### src/rtl/lfo_pkg.sv
// Shared types for the link failover controller.
package lfo_pkg;
    // Active-port encoding; the numeric value is the use_secondary output.
    typedef enum logic {
        PORT_PRI = 1'b0,
        PORT_SEC = 1'b1
    } port_sel_e;
endpackage

### src/rtl/lfo_qual_timer.sv
// Qualification timer.
// Counts second ticks while `qualify` is high. The count is cleared in any
// cycle where `qualify` is low, or where `restart` is high. The count
// saturates at its maximum value. `met` is high while `qualify` holds and
// the count has reached `limit`.
// Assumes: `tick` is a one-cycle pulse; `limit` may change at any time.
module lfo_qual_timer #(
    parameter int CNT_W = 8
) (
    input  logic             clk,
    input  logic             rst_n,
    input  logic             qualify,
    input  logic             restart,
    input  logic             tick,
    input  logic [CNT_W-1:0] limit,
    output logic             met
);
    localparam logic [CNT_W-1:0] CNT_MAX = {CNT_W{1'b1}};

    logic [CNT_W-1:0] cnt_q;

    // Count qualifying seconds; any break or restart clears the count.
    always_ff @(posedge clk) begin
        if (!rst_n || restart || !qualify) begin
            cnt_q <= '0;
        end else if (tick && (cnt_q != CNT_MAX)) begin
            cnt_q <= cnt_q + 1'b1;
        end
    end

    // The condition is qualified once enough seconds have gone by.
    always_comb begin
        met = qualify && (cnt_q >= limit);
    end
endmodule

### src/rtl/lfo_port_select.sv
// Port selector.
// Holds the active port. It tells the timer which primary-link level
// qualifies in the current state, and moves to the other port when the timer
// reports qualification. A fail-over also needs the secondary link to be up;
// a fail-back does not. On each change it raises a one-cycle pulse that
// lines up with the new selection.
// Assumes: `met` comes from a timer driven by `qualify`.
module lfo_port_select
    import lfo_pkg::*;
(
    input  logic      clk,
    input  logic      rst_n,
    input  logic      pri_up,
    input  logic      sec_up,
    input  logic      met,
    output logic      qualify,
    output logic      switch_now,
    output port_sel_e sel,
    output logic      switch_pulse
);
    // Choose the qualifying level and decide whether to switch this cycle.
    always_comb begin
        if (sel == PORT_PRI) begin
            qualify    = !pri_up;
            switch_now = met && sec_up;
        end else begin
            qualify    = pri_up;
            switch_now = met;
        end
    end

    // Register the active port and the change pulse.
    always_ff @(posedge clk) begin
        if (!rst_n) begin
            sel          <= PORT_PRI;
            switch_pulse <= 1'b0;
        end else begin
            switch_pulse <= switch_now;
            if (switch_now) begin
                sel <= (sel == PORT_PRI) ? PORT_SEC : PORT_PRI;
            end
        end
    end
endmodule

### src/rtl/lfo_arp_timer.sv
// Gratuitous ARP scheduler.
// Raises a one-cycle request right after each port switch. It also raises a
// request after `interval` second ticks since the last request, switch or
// reset. An interval of zero disables the periodic requests.
// Assumes: `tick` is a one-cycle pulse; `restart` marks the switch decision.
module lfo_arp_timer #(
    parameter int CNT_W = 8
) (
    input  logic             clk,
    input  logic             rst_n,
    input  logic             tick,
    input  logic             restart,
    input  logic [CNT_W-1:0] interval,
    output logic             req
);
    logic [CNT_W-1:0] cnt_q;
    logic [CNT_W:0]   cnt_next;
    logic             enabled;
    logic             due;

    // Work out whether this tick completes the interval.
    always_comb begin
        enabled  = (interval != '0);
        cnt_next = {1'b0, cnt_q} + 1'b1;
        due      = tick && enabled && (cnt_next >= {1'b0, interval});
    end

    // Count ticks toward the next request and register the request strobe.
    always_ff @(posedge clk) begin
        if (!rst_n) begin
            cnt_q <= '0;
            req   <= 1'b0;
        end else if (restart || due) begin
            cnt_q <= '0;
            req   <= 1'b1;
        end else begin
            req <= 1'b0;
            if (tick && enabled) begin
                cnt_q <= cnt_next[CNT_W-1:0];
            end
        end
    end
endmodule

### src/rtl/link_failover_ctrl.sv
// Dual-port link failover controller, top level.
// Links the qualification timer, the port selector and the ARP scheduler.
// Every output is registered. A switch decided in one cycle appears on
// use_secondary, switch_pulse and arp_req in the next cycle.
// Assumes: sec_tick is a one-cycle pulse once per second, synchronous to clk,
// and the link-status inputs are already synchronised.
module link_failover_ctrl
    import lfo_pkg::*;
#(
    parameter int SEC_W = 8
) (
    input  logic             clk,
    input  logic             rst_n,
    input  logic             pri_link_up,
    input  logic             sec_link_up,
    input  logic             sec_tick,
    input  logic [SEC_W-1:0] failover_secs,
    input  logic [SEC_W-1:0] arp_secs,
    output logic             use_secondary,
    output logic             switch_pulse,
    output logic             arp_req
);
    logic      qualify;
    logic      met;
    logic      switch_now;
    port_sel_e sel;

    lfo_qual_timer #(.CNT_W(SEC_W)) u_qual (
        .clk     (clk),
        .rst_n   (rst_n),
        .qualify (qualify),
        .restart (switch_now),
        .tick    (sec_tick),
        .limit   (failover_secs),
        .met     (met)
    );

    lfo_port_select u_sel (
        .clk          (clk),
        .rst_n        (rst_n),
        .pri_up       (pri_link_up),
        .sec_up       (sec_link_up),
        .met          (met),
        .qualify      (qualify),
        .switch_now   (switch_now),
        .sel          (sel),
        .switch_pulse (switch_pulse)
    );

    lfo_arp_timer #(.CNT_W(SEC_W)) u_arp (
        .clk      (clk),
        .rst_n    (rst_n),
        .tick     (sec_tick),
        .restart  (switch_now),
        .interval (arp_secs),
        .req      (arp_req)
    );

    // Map the selected port onto the output bit.
    always_comb begin
        use_secondary = (sel == PORT_SEC);
    end
endmodule

### config.mk
export PLATFORM = sky130hd
export DESIGN_NAME = link_failover_ctrl
export DESIGN_NICKNAME = d
export VERILOG_FILES = /design/src/rtl/lfo_pkg.sv /design/src/rtl/lfo_qual_timer.sv /design/src/rtl/lfo_port_select.sv /design/src/rtl/lfo_arp_timer.sv /design/src/rtl/link_failover_ctrl.sv
export SDC_FILE = /design/constraint.sdc
export NUM_CORES = 1
export LEC_CHECK = 0
export BUFFER_PORTS_ARGS = -buffer_cell sky130_fd_sc_hd__buf_4
export CORE_MARGIN = 4
export CORE_UTILIZATION = 40
export CTS_CLUSTER_DIAMETER = 80
export DETAILED_ROUTE_END_ITERATION = 8
export PLACE_DENSITY = 0.7
export RECOVER_POWER = 50
export SYNTH_ARGS = -nofsm -noshare
export SYNTH_HDL_FRONTEND = slang
export SYNTH_SLANG_ARGS = --single-unit
export TNS_END_PERCENT = 30
### constraint.sdc
create_clock -name clk -period 3.93 [get_ports clk]
set_input_delay 0.1965 -clock clk [delete_from_list [all_inputs] [get_ports clk]]
set_output_delay 0.1965 -clock clk [all_outputs]
set_load 0.01 [all_outputs]
# Word level (Yosys, flattened, before mapping)
# Index checks and enable logic that the tools add are counted.
dict set report word_totals {
  regBits 19
}
dict set report op_classes {
  n_eq_ne 1
  mux 4
  addsub 2
  magnitude_cmp 2
  n_bitwise 1
  n_reduce_logical 13
}
# op count
set op_table {}
lappend op_table {{$add 8x1->9 const B} 1}
lappend op_table {{$ge 9x8->1} 1}
lappend op_table {{$add 8x1->8 const B} 1}
lappend op_table {{$ge 8x8->1} 1}
lappend op_table {{$ne 8x8->1 const B} 1}
lappend op_table {{$reduce_bool 8->1} 1}
lappend op_table {{$logic_and 1x1->1} 5}
lappend op_table {{$mux 1} 4}
lappend op_table {{$logic_not 1->1} 3}
lappend op_table {{$logic_or 1x1->1} 3}
lappend op_table {{$reduce_or 2->1} 1}
lappend op_table {{$not 1->1} 1}

# Longest topological paths before layout
dict set report depth {
  word_depth 7
  depth_mapped 11
}

# Modules after synthesis
# From an unflattened synthesis, not the netlist that was laid out.
dict set report unflattened {
  cells_unflattened 167
  area_unflattened_um2 1428.9
}
# module instances area_per_inst_um2 cells_per_inst seq_area_each_um2
set by_module_without_submodules {}
lappend by_module_without_submodules {lfo_arp_timer 1 759.5 90 180.2}
lappend by_module_without_submodules {lfo_qual_timer 1 586.8 69 160.2}
lappend by_module_without_submodules {lfo_port_select 1 82.6 8 40.0}

# Worst setup path before layout
# Ideal clock, no wire load.
dict set report synth_path {
  path_kind {reg2reg}
  startpoint {register u_arp.cnt_q[0]}
  endpoint {register u_arp.cnt_q[3]}
  required_ps 3855
  synth_period_minus_slack_ps 2335
  slack_ps 1595
  stages_incl_launch_ff 12
  arrival_ps 2260
  path_cell_list {dfxtp_1 ha_1 nand2_1 or2_1 xnor2_1 ha_1 a21oi_1 o22ai_1 nor3_4 buf_1 nand4_1 a31oi_1}
}
dict set report synth_between {
  elab_chain_len 5
}
# element line_no
set synth_rtl {}
lappend synth_rtl {{from (decl)} lfo_arp_timer.sv:16} ;# logic [CNT_W-1:0] cnt_q;
lappend synth_rtl {{from (signal assigned)} lfo_arp_timer.sv:39} ;# cnt_q <= cnt_next[CNT_W-1:0];
lappend synth_rtl {{$add 8x1->9} lfo_arp_timer.sv:24} ;# cnt_next = {1'b0, cnt_q} + 1'b1;
lappend synth_rtl {{named net u_arp.cnt_next[6]} lfo_arp_timer.sv:17} ;# logic [CNT_W:0] cnt_next;
lappend synth_rtl {{$ge 9x8->1} lfo_arp_timer.sv:25} ;# due = tick && enabled && (cnt_next >= {1'b0, interval});
lappend synth_rtl {{$logic_and 1x1->1} lfo_arp_timer.sv:25}
lappend synth_rtl {{$logic_or 1x1->1} lfo_arp_timer.sv:33} ;# end else if (restart || due) begin
lappend synth_rtl {{$reduce_or 2->1 (no line)} --}
# The timed path passes the listed nets, and every way through them passes these cells.
# A chain may end at the register's enable or synchronous reset.

# Final worst setup path
dict set report layout_path {
  startpoint {register u_arp.cnt_q[0]}
  endpoint {register u_arp.cnt_q[7]}
}
# Same word-level chain as after synthesis.

==> impl_metrics.env <==
export IMPL_vias=1229
export IMPL_busiest_layer="met2"
export IMPL_syn_num_nets=215
export IMPL_grt_pass1_wl_um=4733
export IMPL_gp_congestion=0.8414
export IMPL_ys_seq_area_share_pct=26.78
export IMPL_crit_path_start_kind="register"
export IMPL_diodes=0
export IMPL_avgSynthCellArea_um2=8.069
export IMPL_dieHeight_um=67.59
export IMPL_drtAntennaViolNets=0
export IMPL_drc=0
export IMPL_cp_required_ns=4.15
export IMPL_use_met3_pct=3.993
export IMPL_die_width_um=67.59
export IMPL_ys_top_cells_by_count="dfxtp_1 (19), ha_1 (18), inv_1 (17), nand2_1 (17), a21oi_1 (13)"
export IMPL_yosys_top_cells_area="dfxtp_1 (27%), ha_1 (16%), a21oi_1 (4.6%), inv_1 (4.5%), nand2_1 (4.5%)"
export IMPL_worstPathArrival_ns=2.75
export IMPL_finalSetupViolCount=0
export IMPL_root_buffer="clkbuf_4"
export IMPL_io_buffers=23
export IMPL_max_freq_mhz=394.8
export IMPL_worstHoldPathType="primary input to register"
export IMPL_grt_use_met1_pct=19.04
export IMPL_htreeDepth=1
export IMPL_async_flop_share_pct=0
export IMPL_dp_hpwl_um=2173
export IMPL_layout_drive_gt1_share_pct=15.08
export IMPL_rows=21
export IMPL_critical_path_top_delay_family="simple AND/OR/NAND/NOR gates"
export IMPL_ys_flop_type="dfxtp_1"
export IMPL_power_leakage_nw=0.7081
export IMPL_firstDrtPassIters=4
export IMPL_grtUsageTotal_pct=13.43
export IMPL_yosysWarnings=0
export IMPL_slew_violations=0
export IMPL_numCtsBuffers=3
export IMPL_power_density_nw_per_um2=211.9
export IMPL_drt_total_wl_um=2683
export IMPL_finClkSkew_ns=0.009574
export IMPL_numPlacedInstances=241
export IMPL_path_max_fanout=12
export IMPL_outcome="finished, final reports clean"
export IMPL_synth_area_leader_cell="dfxtp_1"
export IMPL_fill_cells=340
export IMPL_cpMaxStageDelayCell="dfxtp_1"
export IMPL_post_cts_resized=0
export IMPL_via_per_inst=5.016
export IMPL_initial_core_util_pct=41.90
export IMPL_wire_per_inst_um=10.95
export IMPL_use_met2_pct=19.44
export IMPL_cpPeakStageDelay_ns=0.43
export IMPL_p_total_mw=0.3480
export IMPL_finalCriticalPeriod_ns=2.533
export IMPL_worstHoldStart="rst_n"
export IMPL_holdBufCountCts=0
export IMPL_clk_pin_slew_ns=0.11
export IMPL_final_net_count=239
export IMPL_die_area_um2=4568
export IMPL_worst_pin_slew_ns=0.6715
export IMPL_cts_sinks=19
export IMPL_r2r_start="u_arp.cnt_q[0]"
export IMPL_relSlewSlack_pct=55.04
export IMPL_first_iter_violations=38
export IMPL_rsz0062_at_grt="false"
export IMPL_syn_area_um2=1420
export IMPL_ys_ff_latch=19
export IMPL_fin_tns_setup_ns=0
export IMPL_grt_pass1_vias=1080
export IMPL_vdd_drop_max_mv=0.1221
export IMPL_cts_setup_buffers=0
export IMPL_drv_cap=0
export IMPL_overflow=0
export IMPL_synth_edff_count=0
export IMPL_path_buf_inv=0
export IMPL_synth_cells=176
export IMPL_final_hold_viol_count=0
export IMPL_area_growth_pct=15.68
export IMPL_clockBufferDepth=2
export IMPL_yosysMostFrequentCell="dfxtp_1"
export IMPL_multi_input_area_um2=952.2
export IMPL_register_area_um2=380.4
export IMPL_end_kind="register"
export IMPL_critPathKind="register to register"
export IMPL_insertion_delay_ns=0.29
export IMPL_antenna_found_initial=0
export IMPL_synth_cell_types=38
export IMPL_core_um2=3390
export IMPL_crit_chain="ha_1, nand2_1, or2_1, xnor2_1, ha_1, a21oi_1, o22ai_1, nor3_4, o211ai_1, a21oi_1"
export IMPL_grt_max_degree=18
export IMPL_cts_tree="yes"
export IMPL_period_share_pct=64.45
export IMPL_fin_cells=245
export IMPL_synth_top_area_share_pct=26.78
export IMPL_boundaryPins=24
export IMPL_startpoint="u_arp.cnt_q[0]"
layout make-up:
class                   count  area share (%)
repair buffers             23           9.825
clock inverters             1          0.3046
multi-input cells         136           57.96
well taps                  46           3.503
inverters                  17           3.884
clock buffers               3           1.371
flip-flops and latches     19           23.15
cell families after synthesis:
family | after synthesis | share of synthesized area (%)
adders and majority gates | 18 | 15.86
AOI/OAI and AO/OA | 33 | 15.51
DFF | 19 | 26.78
and+or+nand+nor | 71 | 26.96
xor gates and xnor gates | 13 | 8.018
muxes | 1 | 0.7049
buffers and inverters | 21 | 6.166
state kept, by name, summed over array words and instances (netlist names):
| signal | count |
|---|---|
| u_arp.cnt_q | 8 |
| u_qual.cnt_q | 8 |
| u_arp.req | 1 |
| u_sel.sel | 1 |
| u_sel.switch_pulse | 1 |
stage by stage:
step / cell area [um2] / hold slack [ns] / setup WS, ns / util (%)
global placement: 1627 / 0.4394 / 1.450 / 47.99
global route: 1643 / 0.1187 / 1.111 / 48.47
detailed placement: 1627 / 0.4423 / 1.408 / 47.99
CTS: 1654 / 0.1188 / 1.385 / 48.80
finish: 1643 / 0.1331 / 1.397 / 48.47
floorplan: 1420 / 0.3140 / 1.595 / -
worst reg2reg max path, delay by kind of cell (launching register included):
kind | cells | cell delay [ns]
flip-flops | 1 | 0.43
AND/OR/NAND/NOR | 3 | 0.70
XOR/XNOR | 1 | 0.13
AO/OA/AOI/OAI | 4 | 0.59
adder cells (fa/ha/maj) | 2 | 0.62
cells in the final DEF (no fill, tap or decap):
master    count
a211o_1       1
a211oi_1      1
a21oi_1      13
a31oi_1       4
a41oi_2       1
and2_1        1
and3_1        2
and4_1        1
buf_4        20
clkbuf_1      3
clkbuf_4      3
clkinv_2      1
dfxtp_1      19
ha_1         18
inv_1        17
mux2i_1       1
nand2_1      17
nand2b_1      1
nand3_1      10
nand3_2       1
nand4_1       6
nand4b_1      1
nor2_1       12
nor2b_1       3
nor3_1        7
nor3_4        1
nor3b_1       3
nor4_1        1
o211ai_1      4
o21a_1        4
o21ai_0       2
o21ai_1       1
o21ai_4       1
o22ai_1       1
or2_1         2
or4_4         2
xnor2_1       6
xor2_1        7
final timing paths:
kind / end / slack [ns] / cells after the start
worst max-delay path: u_arp.cnt_q[7] / 1.40 / 10
worst min-delay path: u_sel.sel / 0.13 / 2
worst max register to register: u_arp.cnt_q[7] / 1.40 / 10
worst min register to register: u_arp.cnt_q[1] / 0.50 / 2
layer usage:
metal / up-vias / wire [um]
met3: 2 / 145
met1: 542 / 1323
met5: - / 0
met2: 19 / 1196
met4: 0 / 17
li1: 666 / -
power by group:
group	switching (mW)	internal [mW]	total, mW	leakage [nW]
Combinational	0.0263	0.0283	0.0546	0.537
Sequential	0.00370	0.195	0.199	0.154
Clock	0.0568	0.0379	0.0947	0.0177
Total	0.0868	0.261	0.348	0.708
(Power assumes the default switching activity.)
